==> src/rtl/gpio_mask_pkg.sv <==
package gpio_mask_pkg;

   typedef enum logic [1:0] {
      ACC_NONE = 2'd0,
      ACC_DATA = 2'd1,
      ACC_DIR  = 2'd2
   } acc_kind_e;

endpackage

==> src/rtl/gpio_addr_decode.sv <==
module gpio_addr_decode
   import gpio_mask_pkg::*;
#(
   parameter int NUM_LINES = 8,
   parameter int ADDR_W    = 12
) (
   input  logic [ADDR_W-1:0]    addr_i,
   output acc_kind_e            kind_o,
   output logic [NUM_LINES-1:0] mask_o
);
   localparam int WORD_W  = ADDR_W - 2;
   localparam int MASK_LO = 2;
   localparam int MASK_HI = NUM_LINES + 1;
   localparam logic [WORD_W-1:0] DIR_WORD = {{(WORD_W-1){1'b0}}, 1'b1} << NUM_LINES;

   logic [WORD_W-1:0] word;
   logic              in_data;

   assign word   = addr_i[ADDR_W-1:2];
   assign mask_o = addr_i[MASK_HI:MASK_LO];

   generate
      if (ADDR_W > NUM_LINES + 2) begin : g_upper
         assign in_data = (addr_i[ADDR_W-1:NUM_LINES+2] == '0);
      end else begin : g_flat
         assign in_data = 1'b1;
      end
   endgenerate

   always_comb begin
      if (in_data)               kind_o = ACC_DATA;
      else if (word == DIR_WORD) kind_o = ACC_DIR;
      else                       kind_o = ACC_NONE;
   end

   initial begin
      assert (ADDR_W >= NUM_LINES + 3)
         else $error("gpio_addr_decode: ADDR_W too small for NUM_LINES");
   end
endmodule

==> src/rtl/gpio_sync.sv <==
module gpio_sync #(
   parameter int WIDTH  = 8,
   parameter int STAGES = 2
) (
   input  logic             clk,
   input  logic             rst_n,
   input  logic [WIDTH-1:0] async_i,
   output logic [WIDTH-1:0] sync_o
);
   logic [WIDTH-1:0] chain [STAGES];

   always_ff @(posedge clk or negedge rst_n) begin
      if (!rst_n) chain[0] <= '0;
      else        chain[0] <= async_i;
   end

   generate
      for (genvar s = 1; s < STAGES; s++) begin : g_stage
         always_ff @(posedge clk or negedge rst_n) begin
            if (!rst_n) chain[s] <= '0;
            else        chain[s] <= chain[s-1];
         end
      end
   endgenerate

   assign sync_o = chain[STAGES-1];

   initial begin
      assert (STAGES >= 2 && STAGES <= 4)
         else $error("gpio_sync: STAGES must be 2..4");
   end
endmodule

==> src/rtl/gpio_ctrl_regs.sv <==
module gpio_ctrl_regs #(
   parameter int NUM_LINES = 8
) (
   input  logic                 clk,
   input  logic                 rst_n,
   input  logic                 wr_data_i,
   input  logic                 wr_dir_i,
   input  logic [NUM_LINES-1:0] sel_i,
   input  logic [NUM_LINES-1:0] wdata_i,
   output logic [NUM_LINES-1:0] dir_q,
   output logic [NUM_LINES-1:0] out_q
);
   always_ff @(posedge clk or negedge rst_n) begin
      if (!rst_n)        dir_q <= '0;
      else if (wr_dir_i) dir_q <= wdata_i;
   end

   generate
      for (genvar n = 0; n < NUM_LINES; n++) begin : g_line
         logic take;
         assign take = wr_data_i & sel_i[n] & dir_q[n];
         always_ff @(posedge clk or negedge rst_n) begin
            if (!rst_n)    out_q[n] <= 1'b0;
            else if (take) out_q[n] <= wdata_i[n];
         end
      end
   endgenerate

   AST_DATA_WRITE_CONFINED: assert property (@(posedge clk) disable iff (!rst_n)
      wr_data_i |=> (((out_q ^ $past(out_q)) & ~$past(sel_i & dir_q)) == '0));
   AST_INPUT_LINE_KEPT: assert property (@(posedge clk) disable iff (!rst_n)
      wr_data_i |=> (((out_q ^ $past(out_q)) & ~$past(dir_q)) == '0));
   AST_OUT_HOLD: assert property (@(posedge clk) disable iff (!rst_n)
      !wr_data_i |=> $stable(out_q));
   AST_DIR_LOADED: assert property (@(posedge clk) disable iff (!rst_n)
      wr_dir_i |=> (dir_q == $past(wdata_i)));
   AST_DIR_HOLD: assert property (@(posedge clk) disable iff (!rst_n)
      !wr_dir_i |=> $stable(dir_q));

   initial begin
      assert (NUM_LINES >= 1 && NUM_LINES <= 16)
         else $error("gpio_ctrl_regs: NUM_LINES out of range");
   end
endmodule

==> src/rtl/gpio_rd_path.sv <==
module gpio_rd_path
   import gpio_mask_pkg::*;
#(
   parameter int NUM_LINES = 8
) (
   input  logic                 clk,
   input  logic                 rst_n,
   input  logic                 rd_i,
   input  acc_kind_e            kind_i,
   input  logic [NUM_LINES-1:0] mask_i,
   input  logic [NUM_LINES-1:0] dir_i,
   input  logic [NUM_LINES-1:0] out_i,
   input  logic [NUM_LINES-1:0] pin_sync_i,
   output logic [NUM_LINES-1:0] rdata_o
);
   logic [NUM_LINES-1:0] line_val;
   logic [NUM_LINES-1:0] next_rd;

   generate
      for (genvar n = 0; n < NUM_LINES; n++) begin : g_sel
         assign line_val[n] = dir_i[n] ? out_i[n] : pin_sync_i[n];
      end
   endgenerate

   always_comb begin
      unique case (kind_i)
         ACC_DATA: next_rd = line_val & mask_i;
         ACC_DIR:  next_rd = dir_i;
         default:  next_rd = '0;
      endcase
   end

   always_ff @(posedge clk or negedge rst_n) begin
      if (!rst_n)    rdata_o <= '0;
      else if (rd_i) rdata_o <= next_rd;
   end

   AST_RD_UNSELECTED_ZERO: assert property (@(posedge clk) disable iff (!rst_n)
      (rd_i && kind_i == ACC_DATA) |=> ((rdata_o & ~$past(mask_i)) == '0));
   AST_RD_HOLD: assert property (@(posedge clk) disable iff (!rst_n)
      !rd_i |=> $stable(rdata_o));
   AST_RD_OUTSIDE_ZERO: assert property (@(posedge clk) disable iff (!rst_n)
      (rd_i && kind_i == ACC_NONE) |=> (rdata_o == '0));
   AST_RD_OUTPUT_LINES: assert property (@(posedge clk) disable iff (!rst_n)
      (rd_i && kind_i == ACC_DATA) |=>
         ((rdata_o & $past(dir_i & mask_i)) == $past(out_i & dir_i & mask_i)));
endmodule

==> src/rtl/gpio_mask_port.sv <==
module gpio_mask_port
   import gpio_mask_pkg::*;
#(
   parameter int NUM_LINES   = 8,
   parameter int ADDR_W      = 12,
   parameter int SYNC_STAGES = 2
) (
   input  logic                 clk,
   input  logic                 rst_n,
   input  logic                 bus_wr,
   input  logic                 bus_rd,
   input  logic [ADDR_W-1:0]    bus_addr,
   input  logic [NUM_LINES-1:0] bus_wdata,
   output logic [NUM_LINES-1:0] bus_rdata,
   input  logic [NUM_LINES-1:0] pin_in,
   output logic [NUM_LINES-1:0] pin_out,
   output logic [NUM_LINES-1:0] pin_oe
);
   acc_kind_e            kind;
   logic [NUM_LINES-1:0] mask;
   logic [NUM_LINES-1:0] dir_q;
   logic [NUM_LINES-1:0] out_q;
   logic [NUM_LINES-1:0] pin_sync;
   logic                 wr_data;
   logic                 wr_dir;

   gpio_addr_decode #(.NUM_LINES(NUM_LINES), .ADDR_W(ADDR_W)) u_dec (
      .addr_i (bus_addr),
      .kind_o (kind),
      .mask_o (mask)
   );

   assign wr_data = bus_wr && (kind == ACC_DATA);
   assign wr_dir  = bus_wr && (kind == ACC_DIR);

   gpio_sync #(.WIDTH(NUM_LINES), .STAGES(SYNC_STAGES)) u_sync (
      .clk     (clk),
      .rst_n   (rst_n),
      .async_i (pin_in),
      .sync_o  (pin_sync)
   );

   gpio_ctrl_regs #(.NUM_LINES(NUM_LINES)) u_regs (
      .clk       (clk),
      .rst_n     (rst_n),
      .wr_data_i (wr_data),
      .wr_dir_i  (wr_dir),
      .sel_i     (mask),
      .wdata_i   (bus_wdata),
      .dir_q     (dir_q),
      .out_q     (out_q)
   );

   gpio_rd_path #(.NUM_LINES(NUM_LINES)) u_rd (
      .clk        (clk),
      .rst_n      (rst_n),
      .rd_i       (bus_rd),
      .kind_i     (kind),
      .mask_i     (mask),
      .dir_i      (dir_q),
      .out_i      (out_q),
      .pin_sync_i (pin_sync),
      .rdata_o    (bus_rdata)
   );

   assign pin_out = out_q;
   assign pin_oe  = dir_q;

   AST_OUTSIDE_WRITE_NO_EFFECT: assert property (@(posedge clk) disable iff (!rst_n)
      (bus_wr && kind == ACC_NONE) |=> ($stable(pin_out) && $stable(pin_oe)));
   AST_OE_TRACKS_DIR_WRITE: assert property (@(posedge clk) disable iff (!rst_n)
      (bus_wr && kind == ACC_DIR) |=> (pin_oe == $past(bus_wdata)));
endmodule

==> config.mk <==
export PLATFORM = sky130hd
export DESIGN_NAME = gpio_mask_port
export DESIGN_NICKNAME = d
export VERILOG_FILES = /design/src/rtl/gpio_mask_pkg.sv /design/src/rtl/gpio_addr_decode.sv /design/src/rtl/gpio_sync.sv /design/src/rtl/gpio_ctrl_regs.sv /design/src/rtl/gpio_rd_path.sv /design/src/rtl/gpio_mask_port.sv
export SDC_FILE = /design/constraint.sdc
export NUM_CORES = 1
export LEC_CHECK = 0
export ABC_AREA = 1
export BUFFER_PORTS_ARGS = -buffer_cell sky130_fd_sc_hd__buf_4
export CAP_MARGIN = 20
export CORE_MARGIN = 5
export CORE_UTILIZATION = 50
export CTS_CLUSTER_DIAMETER = 40
export DETAILED_ROUTE_END_ITERATION = 8
export PLACE_DENSITY_LB_ADDON = 0.08
export REMOVE_ABC_BUFFERS = 1
export SLEW_MARGIN = 5
export SYNTH_ARGS = -nofsm -noshare
export SYNTH_HDL_FRONTEND = slang
export SYNTH_SLANG_ARGS = --single-unit
==> constraint.sdc <==
create_clock -name clk -period 1.3 [get_ports clk]
set_clock_uncertainty 0.1 [all_clocks]
set_input_delay 0.065 -clock clk [delete_from_list [all_inputs] [get_ports clk]]
set_output_delay 0.065 -clock clk [all_outputs]
set_load 0.005 [all_outputs]
* Word level (Yosys, flattened, before mapping)
Cells that the tools add are included.
Storage, ports and cells: word-level logic and storage cells 46, register bits after elaboration 40, bits of input ports 32, output and inout bits 24
Operators by class: bitwise logic cells 17, mux-type cells 11, reductions and logical operators 3, eq/ne operators 3
Operators with widths (count):
- $and 1x1->1 | 16
- $pmux 8 s2 | 1
- $eq 10x9->1 const B | 1
- $and 8x8->8 | 1
- $mux 1 | 8
- $mux 2 | 2
- $eq 2x1->1 const B | 1
- $eq 2x2->1 const B | 1
- $logic_and 1x1->1 | 2
- $logic_not 2->1 | 1

* Logic depth before layout (Yosys ltp)
Gate-level depths: netlist of the first run.
word-level depth 7, gate-level depth with buffers 6, depth with buffers taken out 6

* Hierarchy
From an unflattened synthesis of the first run, not the netlist that was laid out.
Second synthesis, totals: cell total of the unflattened synthesis 235, area total of the unflattened synthesis 1915.6 µm²
By module, submodules not included:
- gpio_ctrl_regs | area each 703.2 µm², sequential area each 400.4 µm², instances 1, cells an instance 75
- gpio_rd_path | area each 630.6 µm², sequential area each 200.2 µm², instances 1, cells an instance 113
- gpio_sync | area each 460.4 µm², sequential area each 400.4 µm², instances 1, cells an instance 24
- gpio_addr_decode | area each 106.4 µm², sequential area each 0.0 µm², instances 1, cells an instance 19
- gpio_mask_port | area each 15.0 µm², sequential area each 0.0 µm², instances 1, cells an instance 4

* Least setup slack after synthesis of the first run
No wires, ideal clock.
kind reg-to-reg, from reg u_regs.dir_q[0], to reg u_rd.rdata_o[0], data required time 1123 ps, arrival 768 ps, setup slack 355 ps, stages on the path, launching flop included 7, path buffers 0, clock period less this slack 945 ps, library setup time 77 ps, cell sequence dfrtp_1 > inv_1 > nand2_1 > nand2_1 > nor2_1 > nor2_1 > a21oi_1
Between the ends: word-level cells in the longest chain between the ends 3
RTL lines:
- from (decl) | RTL line gpio_ctrl_regs.sv:10 | output logic [NUM_LINES-1:0] dir_q,
- from (signal assigned) | RTL line gpio_ctrl_regs.sv:15 | else if (wr_dir_i) dir_q <= wdata_i;
- $mux 1 | RTL line gpio_rd_path.sv:21 | assign line_val[n] = dir_i[n] ? out_i[n] : pin_sync_i[n];
- $and 8x8->8 | RTL line gpio_rd_path.sv:27 | ACC_DATA: next_rd = line_val & mask_i;
- $pmux 8 s2 (*) | RTL line gpio_rd_path.sv:26 | unique case (kind_i)
- to (signal assigned) | RTL line gpio_rd_path.sv:35 | else if (rd_i) rdata_o <= next_rd;
- to (decl) | RTL line gpio_rd_path.sv:14 | output logic [NUM_LINES-1:0] rdata_o
Every way passes the cells marked *; elsewhere a longest branch is shown, timed or not. A chain may end at the register's enable or synchronous reset.

* Worst setup path in the final report of the first run
from reg u_regs.dir_q[2], to out pin_oe[2]
RTL lines:
- to (decl) | RTL line gpio_mask_port.sv:17 | output logic [NUM_LINES-1:0] pin_oe
No word-level cell between the ends.

==> results of run 1 <==
## timing repair
action	in CTS	in global routing
hold endpoints to repair	72	0
hold buffers	26	0
resized for setup	0	0
setup endpoints to repair	0	0
## layout make-up
type / instances / area share [%]
multi-input cells: 131 / 22.7
well taps: 46 / 2.26
inverters: 34 / 5.01
repair buffers: 88 / 28.5
flip-flops and latches: 40 / 39.3
clock buffers: 8 / 2.31
## state kept, by name (all words and copies together) (netlist names)
| register | count |
|---|---|
| u_regs.out_q | 8 |
| u_regs.dir_q | 8 |
| u_sync.sync_o | 8 |
| u_rd.rdata_o | 8 |
| u_sync.chain | 8 |
## placed cells by master (no fill, tap or decap)
master,n
a21oi_1,8
and2_1,1
buf_4,62
clkbuf_1,2
clkbuf_4,5
clkbuf_8,1
dfrtp_1,40
dlygate4sd3_1,26
inv_1,34
nand2_1,58
nand3_1,17
nand4_1,8
nor2_1,29
nor2_4,1
nor3b_4,1
o21ai_0,8
## cells by family after synthesis
| kind of cell | count (synthesis) | synth area share (%) |
|---|---|---|
| simple gates | 115 | 28.7 |
| flops | 40 | 57.6 |
| compound gates | 16 | 4.61 |
| buf+inv | 39 | 9.14 |
## how the worst min path moves through the flow
stage	startpoint	end	slack, ps	cells past startpoint
global route	bus_addr[8]	u_rd.rdata_o[6]$_DFFE_PN0P_	20	5
CTS	bus_addr[4]	u_rd.rdata_o[2]$_DFFE_PN0P_	4	5
floorplan	rst_n	u_rd.rdata_o[0]$_DFFE_PN0P_	-330	0
finish	bus_addr[4]	u_rd.rdata_o[2]$_DFFE_PN0P_	10	5
detailed placement	rst_n	u_sync.chain[13]$_DFF_PN0_	-40	1
global placement	rst_n	u_sync.chain[13]$_DFF_PN0_	-30	1
## power groups by stage
stage | sequential (uW) | combinational, uW | clock, uW
after floorplan | 1340 | 78.4 | 0
after global placement | 1350 | 266 | 0
after detailed placement | 1350 | 269 | 0
after CTS | 1320 | 332 | 663
after global routing | 1330 | 371 | 716
final | 1320 | 330 | 646
## routing by layer
layer	track usage [%]	vias up	part of all wire [%]
met1	26.7	738	43
met3	4.70	5	7.2
met2	33.0	45	49
met4	7.30	0	1.3
li1	-	826	-
met5	0	-	0
## per-stage QoR
step / setup WS [ps] / total power, uW
floorplan: 162 / 1420
global placement: 113 / 1610
detailed placement: 87.1 / 1610
CTS: 151 / 2320
global route: 70.9 / 2420
finish: 171 / 2300
==> flow_summary.toml, run 1 <==
[run_status]
outcome = "complete, no violations"

[setup_path]
crit_start = "u_regs.dir_q[2]$_DFFE_PN0P_"
path_cells = "buf_4"
r2r_end = "u_rd.rdata_o[5]$_DFFE_PN0P_"
path_max_fanout = 6
r2r_slack_ps = 220
slowest_stage = "dfrtp_1"
endpoint = "pin_oe[2]"
path_depth = 1
slowest_delay_ps = 460
worstSetupPathType = "reg2out"
cp.required_ps = 1130
r2r_cells = 6
crit_family = "flip-flops"
arrival_ps = 960
endpoint_kind = "output port"
r2r-start = "u_regs.dir_q[5]$_DFFE_PN0P_"
start_kind = "flop"
path_buf_inv = 1

[global_route]
grt_pass1_vias = 1574
antenna_found_initial = 0
grt_util_all_layers_pct = 20.4
grt_pass1_wl_mm = 7.04
globalRouteOverflowTotal = 0
grt_max_degree = 41

[finish]
area_growth_pct = 46.7
drive_gt1_share_pct = 23.3
multiInputGateArea_um2 = 578
nFillCells = 290
register_area_mm2 = 0.00100
layout.nets = 332
diodes = 0
finalNonFillerCells = 347
fin_area_mm2 = 0.00255
finalCoreUtilization_pct = 75.8

[route]
antenna_left = 0
drc = 0
firstDrtPassIters = 4
wirelength_mm = 4.22
avgRoutedWirePerCell_um = 12.1
viasPerCell = 4.65
num_vias = 1614
initialDrtViolationCount = 84

[placement]
io_buffers = 53
dp.cells = 313
gp_congestion = 0.760
dp_hpwl_mm = 2.83
placed_area_mm2 = 0.00223

[floorplan]
die_area_mm2 = 0.00475
core_area_mm2 = 0.00336
die_x_um = 69.0
chipHeight_um = 69.0
rows = 21
ios = 56
start_util_pct = 51.7

[sta]
maxSlewHeadroom_pct = 67.3
max_freq_mhz = 886
fin_crit_sh_pct = 86.8
hold_viol = 0
fin_setup_tns_ps = 0
finalMaxSlewViolations = 0
rsz0062_at_grt = "false"
worstMarginPinSlew_ps = 491
holdWs_ps = 13.3
setup_viol = 0
period_needed_ps = 1130

[pwr]
intPower_uw = 1750
switching_share_pct = 23.9
power_frac_seq_pct = 57.5
p_comb_share_pct = 14.3
p_switching_uw = 548
power_density_mw_per_mm2 = 901
ir_worst_vdd_mv = 0.732
power.share.clock_pct = 28.1
p_leak_uw = 0.00130

[yosys]
synth.area.top_cells = "dfrtp_1 58%, nand2_1 13%, inv_1 7.3%, nor2_1 6.3%, nand3_1 4.9%"
ys_seq_elements = 40
ys_top_cells_by_count = "58 x nand2_1, 40 x dfrtp_1, 34 x inv_1"
synth_edf_count = 0
synth_cell_types = 14
ys_seq_area_share_pct = 57.6
netlist_area_mm2 = 0.00174
syn_inst = 210
yosysTopAreaCell = "dfrtp_1"
ys_warn_count = 0
async_flop_share_pct = 100
netlist.area_leader.share_pct = 57.6
synth_most_common_cell = "nand2_1"
synthFlopType = "dfrtp_1"
avgSynthCellArea_um2 = 8.28

[clock_network]
path_clk_slew_ps = 110
root_buffer = "clkbuf_4"
cts-buffers-inserted = 5
clock_latency_ps = 340
cts_setup_buffers = 0
ctsHtreeMaxLevel = 2
cts_tree = "built"
cts_sinks = 40
clockBufferDepth = 2

[run]
drv_cap = 0

[worst_hold_path]
hold_class = "in2reg"
Power figures use the tool's default switching activity.
==> inputs of run 2 (changes only) <==
- CORE_UTILIZATION: 50 -> 40
==> run 2 against run 1 <==
  * Utilization decreased by 15 points
  * Critical path depth is 4 higher
  * Power rose by 16%
  * Combinational power hardly changed
  * Sequential share of layout area fell by 0.68 points
  * Flip-flop and latch count did not move
==> flow_summary.toml, run 2 (synthesis gave the netlist of run 1 again) <==
[finish]
diodes = 0
drive_gt1_share_pct = 23.4
finalCoreUtilization_pct = 60.4
area_growth_pct = 49.2
layout.nets = 330
layout_common_cells = "60 x buf_4, 58 x nand2_1, 40 x dfrtp_1"
final_common_cell = "buf_4"

[sta]
maxSlewHeadroom_pct = 66.5
period_needed_ps = 1140
holdWs_ps = 48.3
max_freq_mhz = 878
worstMarginPinSlew_ps = 502
rsz0062_at_grt = "false"
fin_crit_sh_pct = 87.6
finalMaxSlewViolations = 0
hold_viol = 0
fin_setup_tns_ps = 0
setup_viol = 0

[setup_path]
crit_start = "bus_rd"
path_max_fanout = 9
r2r-start = "u_regs.dir_q[7]$_DFFE_PN0P_"
r2r_slack_ps = 240
r2r_end = "u_rd.rdata_o[7]$_DFFE_PN0P_"
endpoint_kind = "flop"
cp.required_ps = 1430
path_cells = "dlygate4sd3_1 -> buf_4 -> inv_1 -> nor2_1 -> a21oi_1"
start_kind = "input pin"
slowest_stage = "dlygate4sd3_1"
arrival_ps = 1270
worstSetupPathType = "in2reg"
slowest_delay_ps = 530
r2r_cells = 6

[clock_network]
cts_tree = "built"
cts_sinks = 40
cts_setup_buffers = 0
clock_latency_ps = 290
cts-buffers-inserted = 5
ctsHtreeMaxLevel = 2
clockBufferDepth = 2
path_clk_slew_ps = 80
root_buffer = "clkbuf_8"
postCtsHoldBufs = 26
ctsResizeCount = 0

[run_status]
outcome = "complete, no violations"

[pwr]
power_density_mw_per_mm2 = 1030
ir_worst_vdd_mv = 0.574
p_leak_uw = 0.00131

[route]
wirelength_mm = 4.47
initialDrtViolationCount = 94
drc = 0
antenna_left = 0
firstDrtPassIters = 4
avgRoutedWirePerCell_um = 12.7
num_vias = 1615
viasPerCell = 4.60

[run]
drv_cap = 0

[placement]
gp_congestion = 0.739
io_buffers = 53
dp_hpwl_mm = 2.98

[worst_hold_path]
min_from = "bus_addr[2]"
min_to = "u_rd.rdata_o[0]$_DFFE_PN0P_"
hold_class = "in2reg"
min_path_cells = 5

[floorplan]
die_area_mm2 = 0.00576
core_area_mm2 = 0.00429
rows = 24
chipHeight_um = 75.9
die_x_um = 75.9
start_util_pct = 40.5
ios = 56

[global_route]
globalRouteOverflowTotal = 0
grt_util_all_layers_pct = 17.0
grt_pass1_wl_mm = 7.92
grt_pass1_vias = 1654
grt_max_degree = 41
antenna_found_initial = 0
[run 2: cell types whose count changed in the layout (fill, tap and decap cells not counted), sizes merged]
cell      delta
clkinv       +1
clkinvlp     +1
bufinv       +1
clkbuf       -3
buf          -2
[run 2: worst max-delay path by stage]
| stage | end | slack [ps] | cells after the start |
|---|---|---|---|
| 6_report | u_rd.rdata_o[7]$_DFFE_PN0P_ | 160 | 5 |
| 5_1_grt | u_rd.rdata_o[5]$_DFFE_PN0P_ | 90 | 5 |
| 4_1_cts | u_rd.rdata_o[7]$_DFFE_PN0P_ | 150 | 5 |
| 3_5_place_dp | u_regs.dir_q[0]$_DFFE_PN0P_ | 80 | 7 |
| 3_3_place_gp | u_regs.dir_q[0]$_DFFE_PN0P_ | 100 | 7 |
| 2_1_floorplan | u_regs.dir_q[0]$_DFFE_PN0P_ | 160 | 5 |
[run 2: layout make-up]
| cell class | count | area, um2 |
|---|---|---|
| timing repair buffer | 86 | 711 |
| multi-input combinational | 131 | 578 |
| clock inverter | 3 | 42.5 |
| inverter | 34 | 128 |
| fill | 401 | 1700 |
| sequential | 40 | 1000 |
| tap | 52 | 65.1 |
| clock buffer | 5 | 68.8 |
[run 2: critical path, delay by kind of cell]
kind	cells	cell delay [ps]
simple gates	1	90
compound gates	1	160
buf+inv	3	940
[run 2: through the flow]
stage	total power [uW]	std cells	worst slack, ps	area, um2
2_1_floorplan	1420	205	162	1710
4_1_cts	2710	351	149	2590
6_report	2670	351	161	2590
3_3_place_gp	1610	317	96.3	2220
3_5_place_dp	1620	317	77.4	2220
5_1_grt	2810	351	93.8	2590
[run 2: power by group]
group	leakage [uW]	internal [uW]	switching, uW	total (uW)
clock network	0.0000541	568	453	1020
registers	0.000508	1300	27.2	1320
logic	0.000751	183	144	327
[run 2: routing by layer]
metal	track usage (%)	up-vias	wire [um]
met5	0	-	0
li1	-	818	-
met4	5.34	0	53
met2	27.0	40	2200
met1	22.3	751	1990
met3	4.74	6	221
==> inputs of run 3 (changes only) <==
- CORE_MARGIN: 5 -> 1.5
==> run 3 against run 2 <==
  * Non-clock buffer count shrank 2
  * Register-to-register slack is essentially flat
  * First-iteration DRC count shrank 37%
  * Setup slack lost 19 ps
  * Combinational power shrank 2%
  * Utilization grew 1.9 points
  * Critical path type unchanged
  * Fmax shrank 1.7%
  * Clock-buffer cell count grew 3
  * Via count shrank 1.4%
  * Clock power shrank 18%
==> flow_summary.toml, run 3 (synthesis gave the netlist of run 1 again) <==
[run_status]
outcome = "complete, no violations"

[floorplan]
die_area_mm2 = 0.00475
start_util_pct = 42.5
rows = 23
die_x_um = 68.9
chipHeight_um = 68.9
ios = 56
core_area_mm2 = 0.00409

[placement]
io_buffers = 53
gp_congestion = 0.729
dp_hpwl_mm = 2.69

[route]
drc = 0
avgRoutedWirePerCell_um = 11.6
initialDrtViolationCount = 59
viasPerCell = 4.59
firstDrtPassIters = 4
num_vias = 1592
wirelength_mm = 4.04
antenna_left = 0

[clock_network]
ctsResizeCount = 0
clock_latency_ps = 280
cts_tree = "built"
root_buffer = "clkbuf_8"
cts-buffers-inserted = 5
clockBufferDepth = 2
path_clk_slew_ps = 70
postCtsHoldBufs = 23
cts_sinks = 40
ctsHtreeMaxLevel = 2
cts_setup_buffers = 0

[setup_path]
endpoint_kind = "flop"
arrival_ps = 1270
start_kind = "input pin"
cp.required_ps = 1410
path_max_fanout = 9
worstSetupPathType = "in2reg"

[global_route]
grt_pass1_wl_mm = 6.41
grt_util_all_layers_pct = 18.9
globalRouteOverflowTotal = 0
grt_pass1_vias = 1396
antenna_found_initial = 0
grt_max_degree = 41

[finish]
area_growth_pct = 46.6
final_common_cell = "buf_4"
register_area_mm2 = 0.00100
drive_gt1_share_pct = 23.2
diodes = 0
multiInputGateArea_um2 = 578
layout_common_cells = "61 x buf_4, 58 x nand2_1, 40 x dfrtp_1"
layout.nets = 328
nFillCells = 397

[sta]
holdWs_ps = 4.14
fin_setup_tns_ps = 0
max_freq_mhz = 863
maxSlewHeadroom_pct = 67.1
period_needed_ps = 1160
fin_crit_sh_pct = 89.1
hold_viol = 0
worstMarginPinSlew_ps = 494
finalMaxSlewViolations = 0
rsz0062_at_grt = "false"
setup_viol = 0

[pwr]
power_density_mw_per_mm2 = 973
p_leak_uw = 0.00130
ir_worst_vdd_mv = 0.651

[worst_hold_path]
hold_class = "in2reg"

[run]
drv_cap = 0
[run 3: layer usage]
metal	routed length, um	global-route usage [%]	part of all wire [%]	up-vias
met3	268	5.68	6.6	6
met1	1890	25.1	47	717
met2	1830	30.2	45	50
met4	47	5.15	1.2	0
met5	0	0	0	-
li1	-	-	-	819
[run 3: critical path: stages]
cell and delay, ps:
dlygate4sd3_1 540, buf_4 180, inv_1 240, nor2_1 90
a21oi_1 150
[run 3: through the flow]
step,instance area (um2),total power (uW),worst slack [ps],std cells,utilization (%)
6_report,2550,2480,141,347,62.3
5_1_grt,2550,2610,57.3,347,62.3
2_1_floorplan,1710,1420,162,205,-
3_5_place_dp,2230,1620,72.3,316,54.5
4_1_cts,2550,2510,148,347,62.3
3_3_place_gp,2230,1610,99.8,316,54.5
[run 3: where the power goes]
part	leakage [uW]	switching, uW	total [uW]	internal (uW)
sequential	0.000508	26.0	1320	1300
combinational	0.000744	142	321	179
clock	0.0000455	402	835	433
[run 3: final timing paths]
| kind | from | end | slack (ps) | cells after the start |
|---|---|---|---|---|
| max in group asynchronous | rst_n | u_rd.rdata_o[0]$_DFFE_PN0P_ | 570 | 2 |
| min | bus_addr[2] | u_regs.out_q[0]$_DFFE_PN0P_ | 4 | 3 |
| max reg2reg | u_regs.dir_q[5]$_DFFE_PN0P_ | u_rd.rdata_o[5]$_DFFE_PN0P_ | 240 | 6 |
| min reg2reg | u_sync.chain[10]$_DFF_PN0_ | u_sync.sync_o[2]$_DFF_PN0_ | 250 | 0 |
| max | bus_rd | u_rd.rdata_o[5]$_DFFE_PN0P_ | 140 | 5 |
| min in group asynchronous | rst_n | u_sync.sync_o[7]$_DFF_PN0_ | 190 | 2 |
[run 3: cell type report]
cell class                 count  area share (%)
tap                           50            2.46
inverter                      34            5.01
multi-input combinational    131            22.7
sequential                    40            39.3
clock buffer                   8            3.54
timing repair buffer          84            27.0
